==> src/rtl/dacdec_pkg.sv <==
package dacdec_pkg;
  localparam int DEF_WORD_W = 10;
  localparam int DEF_LSB_W  = 3;
  localparam int DEF_ROWS   = 8;
  localparam int DEF_COLS   = 16;
endpackage

==> src/rtl/dacdec_hold.sv <==
module dacdec_hold #(
  parameter int WORD_W = 10
) (
  input  logic              clk,
  input  logic              rst_n,
  input  logic              ld_i,
  input  logic [WORD_W-1:0] up_i,
  input  logic [WORD_W-1:0] dn_i,
  output logic [WORD_W-1:0] up_q,
  output logic [WORD_W-1:0] dn_q
);
  always_ff @(posedge clk) begin
    if (!rst_n) begin
      up_q <= '0;
      dn_q <= '0;
    end else if (ld_i) begin
      up_q <= up_i;
      dn_q <= dn_i;
    end
  end

  AST_HOLD_STABLE: assert property (@(posedge clk) disable iff (!rst_n)
    !ld_i |=> ($stable(up_q) && $stable(dn_q)));
endmodule

==> src/rtl/dacdec_therm.sv <==
module dacdec_therm #(
  parameter int N     = 16,
  parameter int IDX_W = 4
) (
  input  logic [IDX_W-1:0] idx_i,
  output logic [N-1:0]     thm_o
);
  for (genvar i = 0; i < N; i++) begin : g_bit
    assign thm_o[i] = (idx_i > IDX_W'(i));
  end
endmodule

==> src/rtl/dacdec_onehot.sv <==
module dacdec_onehot #(
  parameter int N     = 8,
  parameter int IDX_W = 3
) (
  input  logic [IDX_W-1:0] idx_i,
  output logic [N-1:0]     hot_o
);
  for (genvar i = 0; i < N; i++) begin : g_bit
    assign hot_o[i] = (idx_i == IDX_W'(i));
  end
endmodule

==> src/rtl/dacdec_cells.sv <==
module dacdec_cells #(
  parameter int ROWS = 8,
  parameter int COLS = 16
) (
  input  logic [ROWS-1:0]      row_full_i,
  input  logic [ROWS-1:0]      row_act_i,
  input  logic [COLS-1:0]      col_thm_i,
  output logic [ROWS*COLS-1:0] cell_o
);
  for (genvar r = 0; r < ROWS; r++) begin : g_row
    for (genvar c = 0; c < COLS; c++) begin : g_col
      assign cell_o[r*COLS+c] = row_full_i[r] | (row_act_i[r] & col_thm_i[c]);
    end
  end
endmodule

==> src/rtl/dacdec_path.sv <==
module dacdec_path #(
  parameter int WORD_W = 10,
  parameter int LSB_W  = 3,
  parameter int ROWS   = 8,
  parameter int COLS   = 16,
  localparam int MSB_W    = WORD_W - LSB_W,
  localparam int COL_BITS = $clog2(COLS),
  localparam int ROW_BITS = MSB_W - COL_BITS,
  localparam int CELLS    = ROWS * COLS
) (
  input  logic [WORD_W-1:0] word_i,
  output logic [ROWS-1:0]   row_full_o,
  output logic [ROWS-1:0]   row_act_o,
  output logic [COLS-1:0]   col_thm_o,
  output logic [CELLS-1:0]  cell_o,
  output logic [LSB_W-1:0]  bin_o
);
  logic [MSB_W-1:0]    coarse;
  logic [COL_BITS-1:0] col_idx;
  logic [ROW_BITS-1:0] row_idx;

  assign coarse  = word_i[WORD_W-1:LSB_W];
  assign col_idx = coarse[COL_BITS-1:0];
  assign row_idx = coarse[MSB_W-1:COL_BITS];
  assign bin_o   = word_i[LSB_W-1:0];

  dacdec_therm #(.N(ROWS), .IDX_W(ROW_BITS)) u_row_thm (
    .idx_i(row_idx), .thm_o(row_full_o));

  dacdec_onehot #(.N(ROWS), .IDX_W(ROW_BITS)) u_row_hot (
    .idx_i(row_idx), .hot_o(row_act_o));

  dacdec_therm #(.N(COLS), .IDX_W(COL_BITS)) u_col_thm (
    .idx_i(col_idx), .thm_o(col_thm_o));

  dacdec_cells #(.ROWS(ROWS), .COLS(COLS)) u_cells (
    .row_full_i(row_full_o), .row_act_i(row_act_o),
    .col_thm_i(col_thm_o), .cell_o(cell_o));
endmodule

==> src/rtl/dacdec_pick.sv <==
module dacdec_pick #(
  parameter int PAT_W = 163
) (
  input  logic             clk,
  input  logic             rst_n,
  input  logic             fire_i,
  input  logic             sel_up_i,
  input  logic [PAT_W-1:0] up_pat_i,
  input  logic [PAT_W-1:0] dn_pat_i,
  output logic [PAT_W-1:0] pat_q
);
  // Two data inputs, each gated by one polarity of the decision.
  always_ff @(posedge clk) begin
    if (!rst_n) begin
      pat_q <= '0;
    end else if (fire_i) begin
      pat_q <= ({PAT_W{sel_up_i}} & up_pat_i) | ({PAT_W{~sel_up_i}} & dn_pat_i);
    end
  end

  AST_PICK_HOLD: assert property (@(posedge clk) disable iff (!rst_n)
    !fire_i |=> $stable(pat_q));
  AST_PICK_UP: assert property (@(posedge clk) disable iff (!rst_n)
    (fire_i && sel_up_i) |=> (pat_q == $past(up_pat_i)));
  AST_PICK_DN: assert property (@(posedge clk) disable iff (!rst_n)
    (fire_i && !sel_up_i) |=> (pat_q == $past(dn_pat_i)));
endmodule

==> src/rtl/seg_dac_decoder.sv <==
module seg_dac_decoder
  import dacdec_pkg::*;
#(
  parameter int WORD_W = DEF_WORD_W,
  parameter int LSB_W  = DEF_LSB_W,
  parameter int ROWS   = DEF_ROWS,
  parameter int COLS   = DEF_COLS,
  localparam int CELLS = ROWS * COLS,
  localparam int PAT_W = ROWS + ROWS + COLS + CELLS + LSB_W
) (
  input  logic              clk,
  input  logic              rst_n,
  input  logic [WORD_W-1:0] cand_up,
  input  logic [WORD_W-1:0] cand_dn,
  input  logic              cand_ld,
  input  logic              cmp_fire,
  input  logic              cmp_up,
  output logic [ROWS-1:0]   row_full,
  output logic [ROWS-1:0]   row_act,
  output logic [COLS-1:0]   col_sel,
  output logic [CELLS-1:0]  cell_en,
  output logic [LSB_W-1:0]  bin_sel
);
  logic [WORD_W-1:0] up_q, dn_q;
  logic [WORD_W-1:0] held [2];
  logic [PAT_W-1:0]  pat  [2];
  logic [PAT_W-1:0]  pat_q;

  dacdec_hold #(.WORD_W(WORD_W)) u_hold (
    .clk(clk), .rst_n(rst_n), .ld_i(cand_ld),
    .up_i(cand_up), .dn_i(cand_dn), .up_q(up_q), .dn_q(dn_q));

  assign held[0] = dn_q;
  assign held[1] = up_q;

  for (genvar k = 0; k < 2; k++) begin : g_cand
    logic [ROWS-1:0]  rf, ra;
    logic [COLS-1:0]  ct;
    logic [CELLS-1:0] ce;
    logic [LSB_W-1:0] bn;

    dacdec_path #(.WORD_W(WORD_W), .LSB_W(LSB_W), .ROWS(ROWS), .COLS(COLS)) u_path (
      .word_i(held[k]), .row_full_o(rf), .row_act_o(ra),
      .col_thm_o(ct), .cell_o(ce), .bin_o(bn));

    assign pat[k] = {rf, ra, ct, ce, bn};
  end

  dacdec_pick #(.PAT_W(PAT_W)) u_pick (
    .clk(clk), .rst_n(rst_n), .fire_i(cmp_fire), .sel_up_i(cmp_up),
    .up_pat_i(pat[1]), .dn_pat_i(pat[0]), .pat_q(pat_q));

  assign {row_full, row_act, col_sel, cell_en, bin_sel} = pat_q;

  AST_ROW_DISJOINT: assert property (@(posedge clk) disable iff (!rst_n)
    (row_full & row_act) == '0);
  AST_ROW_ONEHOT: assert property (@(posedge clk) disable iff (!rst_n)
    $onehot0(row_act));
  AST_CELL_SUM: assert property (@(posedge clk) disable iff (!rst_n)
    $countones(cell_en) == $countones(row_full) * COLS + $countones(col_sel));
  AST_CELL_THERM: assert property (@(posedge clk) disable iff (!rst_n)
    ((cell_en + CELLS'(1)) & cell_en) == '0);
  AST_BIN_PICK: assert property (@(posedge clk) disable iff (!rst_n)
    cmp_fire |=> (bin_sel == (($past(cmp_up)) ? $past(up_q[LSB_W-1:0])
                                             : $past(dn_q[LSB_W-1:0]))));
endmodule

==> config.mk <==
export PLATFORM = sky130hd
export DESIGN_NAME = seg_dac_decoder
export DESIGN_NICKNAME = d
export VERILOG_FILES = /design/src/rtl/dacdec_pkg.sv /design/src/rtl/dacdec_hold.sv /design/src/rtl/dacdec_therm.sv /design/src/rtl/dacdec_onehot.sv /design/src/rtl/dacdec_cells.sv /design/src/rtl/dacdec_path.sv /design/src/rtl/dacdec_pick.sv /design/src/rtl/seg_dac_decoder.sv
export SDC_FILE = /design/constraint.sdc
export NUM_CORES = 1
export LEC_CHECK = 0
export BUFFER_PORTS_ARGS = -buffer_cell sky130_fd_sc_hd__buf_4
export CAP_MARGIN = 0
export CORE_MARGIN = 10
export CORE_UTILIZATION = 59
export CTS_BUF_LIST = sky130_fd_sc_hd__clkbuf_8
export CTS_CLUSTER_SIZE = 28
export DETAILED_ROUTE_END_ITERATION = 6
export PLACE_DENSITY = 0.83
export SETUP_SLACK_MARGIN = 0.15
export SLEW_MARGIN = 20
export SYNTH_ARGS = -nofsm -noshare
export SYNTH_HDL_FRONTEND = slang
export SYNTH_HIERARCHICAL = 1
export SYNTH_SLANG_ARGS = --single-unit
==> constraint.sdc <==
create_clock -name clk -period 2.1 [get_ports clk]
set_input_delay 0 -clock clk [delete_from_list [all_inputs] [get_ports clk]]
set_output_delay 0 -clock clk [all_outputs]
set_load 0.01 [all_outputs]
==> results.json, run 1 <==
{
  "fin_crit_sh_pct": 88.5,
  "drc": 0,
  "setup_viol": 0,
  "antenna_cells": 0,
  "vias": 9965,
  "yosys_register_bits": 183,
  "grt_pass1_wl_mm": 54.4,
  "min_path_type": "in -> reg",
  "grtUsageTotal_pct": 28.1,
  "tns_ps": 0,
  "hold_path_depth": 3,
  "status": "completed",
  "vias_per_cell": 6.40,
  "final_layout_size_suffix_gt1_share_pct": 21.6,
  "seq_area_frac_synth_pct": 33.3,
  "cts_setup_buffers": 0,
  "postCtsResizedCells": 0,
  "drv_slew": 0,
  "die_w_um": 157,
  "synthAdderAreaFrac_pct": 0,
  "synth_simple_gate_area_share_pct": 3.84,
  "coreArea_um2": 18100,
  "postSynthCellCount": 1232,
  "dp_hpwl_mm": 22.8,
  "cts_buffer_depth": 2,
  "synth_top_family_by_area": "compound AO/OA/AOI/OAI gates",
  "h-tree-depth": 4,
  "ir_drop_mv": 0.428,
  "clk_latency_ps": 480,
  "wl_per_cell_um": 23.0,
  "syn_area_um2": 11000,
  "wl_mm": 35.8,
  "worstPathArrival_ps": 2220,
  "cts_tree": "done",
  "drt_iter0_drc": 1393,
  "holdBufCountCts": 21,
  "critPathLaunchType": "flip-flop",
  "synth_compound_gate_area_share_pct": 33.4,
  "yosys_warnings": 6,
  "antenna_found_initial": 0,
  "layout.nets": 1340,
  "final_common_cell": "a21o_1",
  "cp_max_fo": 17,
  "gr-total-overflow": 0,
  "cts-root-buf": "clkbuf_8",
  "ioPinCount": 188,
  "grt_pass1_vias": 9477,
  "fin_util_pct": 68.3,
  "synth_mux_area_share_pct": 16.6,
  "fp.dieArea_um2": 24500,
  "worst_hold_slack_ps": 36.3,
  "portBuffers": 187,
  "syn-num-nets": 1257,
  "maxCapViolCount": 0,
  "reg2regPathDepth": 4,
  "placementRows": 49,
  "min_period_ps": 1860,
  "initial_core_util_pct": 60.7,
  "syn_to_final_growth_pct": 12.6,
  "power_density_nw_per_um2": 660,
  "ant_nets": 0,
  "cts_sinks": 183,
  "skew_ps": 14.5,
  "grt_max_degree": 83,
  "dr.pass1.iters": 6,
  "clk_pin_slew_worst_paths_ps": 100,
  "tightestPinTransition_ps": 657,
  "report.power.total_w": 0.00819,
  "gp_congestion": 0.919,
  "final_cell_mix": "256 x a21o_1, 223 x buf_4, 183 x mux2i_1, 183 x dfxtp_1, 165 x a21oi_1",
  "die_h_um": 157,
  "clock.fmax_ghz": 0.538,
  "rsz0062_at_grt": "false",
  "hold_violations": 0,
  "numCtsBuffers": 17,
  "worstPathRequired_ps": 2460,
  "synth_xor_area_share_pct": 0,
  "relSlewSlack_pct": 56.2,
  "end_kind": "flip-flop",
  "avgSynthCellArea_um2": 8.94,
  "crit_type": "reg -> reg",
  "p_leak_nw": 7.16,
  "yosysUniqueCellTypes": 28
}
-- synth_stat cells (all sizes together) --
| cell | number | area, µm² |
|---|---|---|
| mux2i | 183 | 1830 |
| or3 | 4 | 25.0 |
| nand2 | 8 | 30.0 |
| a21o | 260 | 1960 |
| nand2b | 2 | 12.5 |
| buf | 136 | 1180 |
| or2 | 2 | 12.5 |
| nor2b | 22 | 138 |
| o31a | 2 | 20.0 |
| nor3b | 6 | 45.0 |
| a21oi | 165 | 826 |
| o21ai | 165 | 826 |
| nor3 | 2 | 10.0 |
| inv | 4 | 15.0 |
| dfxtp | 183 | 3660 |
| nor2 | 8 | 30.0 |
| conb | 4 | 15.0 |
| a31o | 2 | 17.5 |
| and3 | 6 | 45.0 |
| and2 | 2 | 15.0 |
| o21a | 4 | 30.0 |
| clkbuf | 56 | 210 |
| and3b | 6 | 60.1 |
-- flip-flops by register name, summed over array words and instances (netlist names) --
register      cells
u_hold/dn_q      10
u_hold/up_q      10
u_pick/pat_q    163
-- worst paths after layout --
kind	startpoint	to	slack [ps]
worst max-delay path	u_hold/up_q[8]	u_pick/pat_q[3]	240
worst min-delay path	cand_ld	u_hold/up_q[4]	40
worst max register to register	u_hold/up_q[8]	u_pick/pat_q[3]	240
worst min register to register	u_pick/pat_q[153]	u_pick/pat_q[153]	520
-- through the flow --
stage	cells	area, µm²	setup slack [ps]
6_report	1557	12400	241
2_1_floorplan	1232	11000	589
3_5_place_dp	1504	11800	335
3_3_place_gp	1504	11800	393
4_1_cts	1557	12400	282
5_1_grt	1557	12400	155
-- critical path: stages (launching register included) --
cell and delay, ps:
dfxtp_1 480, or3_1 720, a21o_1 260, mux2i_1 180
a21oi_1 100
-- cells by family (layout without fill, tap and decap cells) --
kind of cell    count (synthesis)  in the layout
compound gates                598            598
buf+inv                       196            292
mux                           183            183
flops                         183            183
simple gates                   68             68
other cells                     4              4
-- final cells by class --
class / instances / area (µm²)
multi-input combinational: 853 / 5950
tap: 229 / 287
inverter: 4 / 15.0
sequential: 183 / 3660
clock buffer: 20 / 275
fill: 1438 / 5750
timing repair buffer: 256 / 2110
clock inverter: 12 / 104
-- routing by layer --
layer  global-route usage [%]  vias up  share of wire [%]
li1                         -     4515                  -
met3                     8.00      147                 11
met1                     35.8     4647                 39
met4                     16.0        0                5.4
met2                     41.9      656                 44
met5                        0        -                  0
-- report_power, final --
part	internal [W]	total, W	switching, W
sequential	0.00370	0.00388	0.000181
clock	0.00103	0.00236	0.00133
combinational	0.000856	0.00195	0.00109
total	0.00558	0.00819	0.00261
Note: power is estimated with default switching activity, not from simulation.
==> run 2, diff against run 1 <==
--- a/config.mk
+++ b/config.mk
@@ -13,6 +13,7 @@
 export CTS_CLUSTER_SIZE = 28
 export DETAILED_ROUTE_END_ITERATION = 6
 export PLACE_DENSITY = 0.83
+export RECOVER_POWER = 25
 export SETUP_SLACK_MARGIN = 0.15
 export SLEW_MARGIN = 20
 export SYNTH_ARGS = -nofsm -noshare
==> run 2 against run 1 <==
Routed wire length grew 0.14%. Combinational power is 3% lower. Highest routed layer unchanged. Sequential cell count did not move. Largest cell class unchanged. Clock power is essentially flat.
==> results.json, run 2 (same netlist as run 1, synthesis figures left out) <==
{
  "slowest_delay_ps": 720,
  "syn_to_final_growth_pct": 10.2,
  "min_period_ps": 1880,
  "cts_buffer_depth": 2,
  "grtUsageTotal_pct": 28.1,
  "hold_path_depth": 3,
  "clock.fmax_ghz": 0.533,
  "reg2reg_to": "u_pick/pat_q[3]",
  "cts-root-buf": "clkbuf_8",
  "portBuffers": 187,
  "gr-total-overflow": 0,
  "dp_hpwl_mm": 22.8,
  "vias": 10000,
  "final_layout_size_suffix_gt1_share_pct": 16.3,
  "drc": 0,
  "cts_tree": "done",
  "critPathLaunchType": "flip-flop",
  "placementRows": 49,
  "skew_ps": 15.0,
  "die_h_um": 157,
  "setup_viol": 0,
  "tns_ps": 0,
  "antenna_cells": 0,
  "worstHoldStart": "cand_ld",
  "final_cell_mix": "256 x a21o_1, 183 x mux2i_1, 183 x dfxtp_1",
  "cp_top_family": "simple AND/OR/NAND/NOR gates",
  "fillCellCount": 1513,
  "dr.pass1.iters": 5,
  "r2r_start": "u_hold/up_q[8]",
  "grt_pass1_wl_mm": 54.4,
  "clk_pin_slew_worst_paths_ps": 100,
  "ioPinCount": 188,
  "wl_per_cell_um": 23.0,
  "hold_violations": 0,
  "r2r_setup_slack_ps": 220,
  "die_w_um": 157,
  "reg2regPathDepth": 4,
  "clk_latency_ps": 480,
  "cp_max_fo": 17,
  "status": "completed",
  "maxCapViolCount": 0,
  "max_flop_register": "u_pick/pat_q",
  "h-tree-depth": 4,
  "rsz0062_at_grt": "false",
  "layout.nets": 1340,
  "initial_core_util_pct": 60.7,
  "gp_congestion": 0.919,
  "fin_crit_sh_pct": 89.3,
  "relSlewSlack_pct": 55.0,
  "path_buf_inv": 0,
  "postCtsResizedCells": 0,
  "vias_per_cell": 6.43,
  "coreArea_um2": 18100,
  "antenna_found_initial": 0,
  "reg.largest.list": "u_pick/pat_q x163, u_hold/dn_q x10, u_hold/up_q x10",
  "numCtsBuffers": 17,
  "largest_reg_flops": 163,
  "p_leak_nw": 6.87,
  "crit_path_cell_trace": "or3_1 -> a21o_1 -> mux2i_1 -> a21oi_1",
  "drt_iter0_drc": 1393,
  "worst_hold_slack_ps": 36.4,
  "worstPathRequired_ps": 2450,
  "grt_max_degree": 83,
  "whs_endpoint": "u_hold/up_q[3]",
  "grt_pass1_vias": 9477,
  "tightestPinTransition_ps": 674,
  "final_common_cell": "a21o_1",
  "slowest_stage": "or3_1",
  "crit_type": "reg -> reg",
  "min_path_type": "in -> reg",
  "wl_mm": 35.9,
  "worstPathArrival_ps": 2230,
  "cts_sinks": 183,
  "ant_nets": 0,
  "end_kind": "flip-flop",
  "ir_drop_mv": 0.427,
  "drv_slew": 0,
  "power_density_nw_per_um2": 668,
  "fp.dieArea_um2": 24500
}
-- run 2: layout make-up --
type | instances | area [µm²] | share of cell area (%)
clock buffer | 20 | 275 | 2.27
timing repair buffer | 256 | 1850 | 15.2
multi-input combinational | 853 | 5950 | 49.0
tap | 229 | 287 | 2.36
inverter | 4 | 15.0 | 0.124
sequential | 183 | 3660 | 30.2
clock inverter | 12 | 104 | 0.855
-- run 2: worst max-delay path by stage --
stage | start | end | cells past startpoint
6_report | u_hold/up_q[8] | u_pick/pat_q[3] | 4
5_1_grt | u_hold/up_q[8] | u_pick/pat_q[3] | 4
4_1_cts | u_hold/up_q[8] | u_pick/pat_q[3] | 4
3_5_place_dp | u_hold/up_q[8] | u_pick/pat_q[13] | 4
3_3_place_gp | u_hold/up_q[8] | u_pick/pat_q[8] | 4
2_1_floorplan | u_hold/up_q[8] | u_pick/pat_q[10] | 6
-- run 2: worst register-to-register path: stages (launching register included) --
cell     delay (ps)
dfxtp_1         470
or3_1           720
a21o_1          270
mux2i_1         180
a21oi_1         120
-- run 2: report_power, final --
part	switching, W	total (W)	internal, W	leakage, nW
clock	0.00132	0.00235	0.00103	0.190
sequential	0.000178	0.00388	0.00370	1.51
combinational	0.00110	0.00189	0.000791	5.17
-- run 2: metrics by stage --
stage / power [W] / cell area, µm² / std cells / util, % / setup slack (ps)
6_report: 0.00811 / 12100 / 1557 / 66.9 / 224
2_1_floorplan: 0.00521 / 11000 / 1232 / - / 589
4_1_cts: 0.00813 / 12400 / 1557 / 68.3 / 282
5_1_grt: 0.00842 / 12100 / 1557 / 66.9 / 155
3_3_place_gp: 0.00576 / 11800 / 1504 / 65.1 / 393
3_5_place_dp: 0.00580 / 11800 / 1504 / 65.1 / 335
-- run 2: timing repair --
action                    CTS  global route
hold endpoints to repair   39             0
setup buffers               0             0
hold buffers               21             0
-- run 2: metal layers --
metal,track usage (%),vias up,share of wire [%]
li1,-,4516,-
met1,35.8,4714,40
met2,41.9,630,44
met3,8.00,146,11
met4,16.0,0,5.2
met5,0,-,0
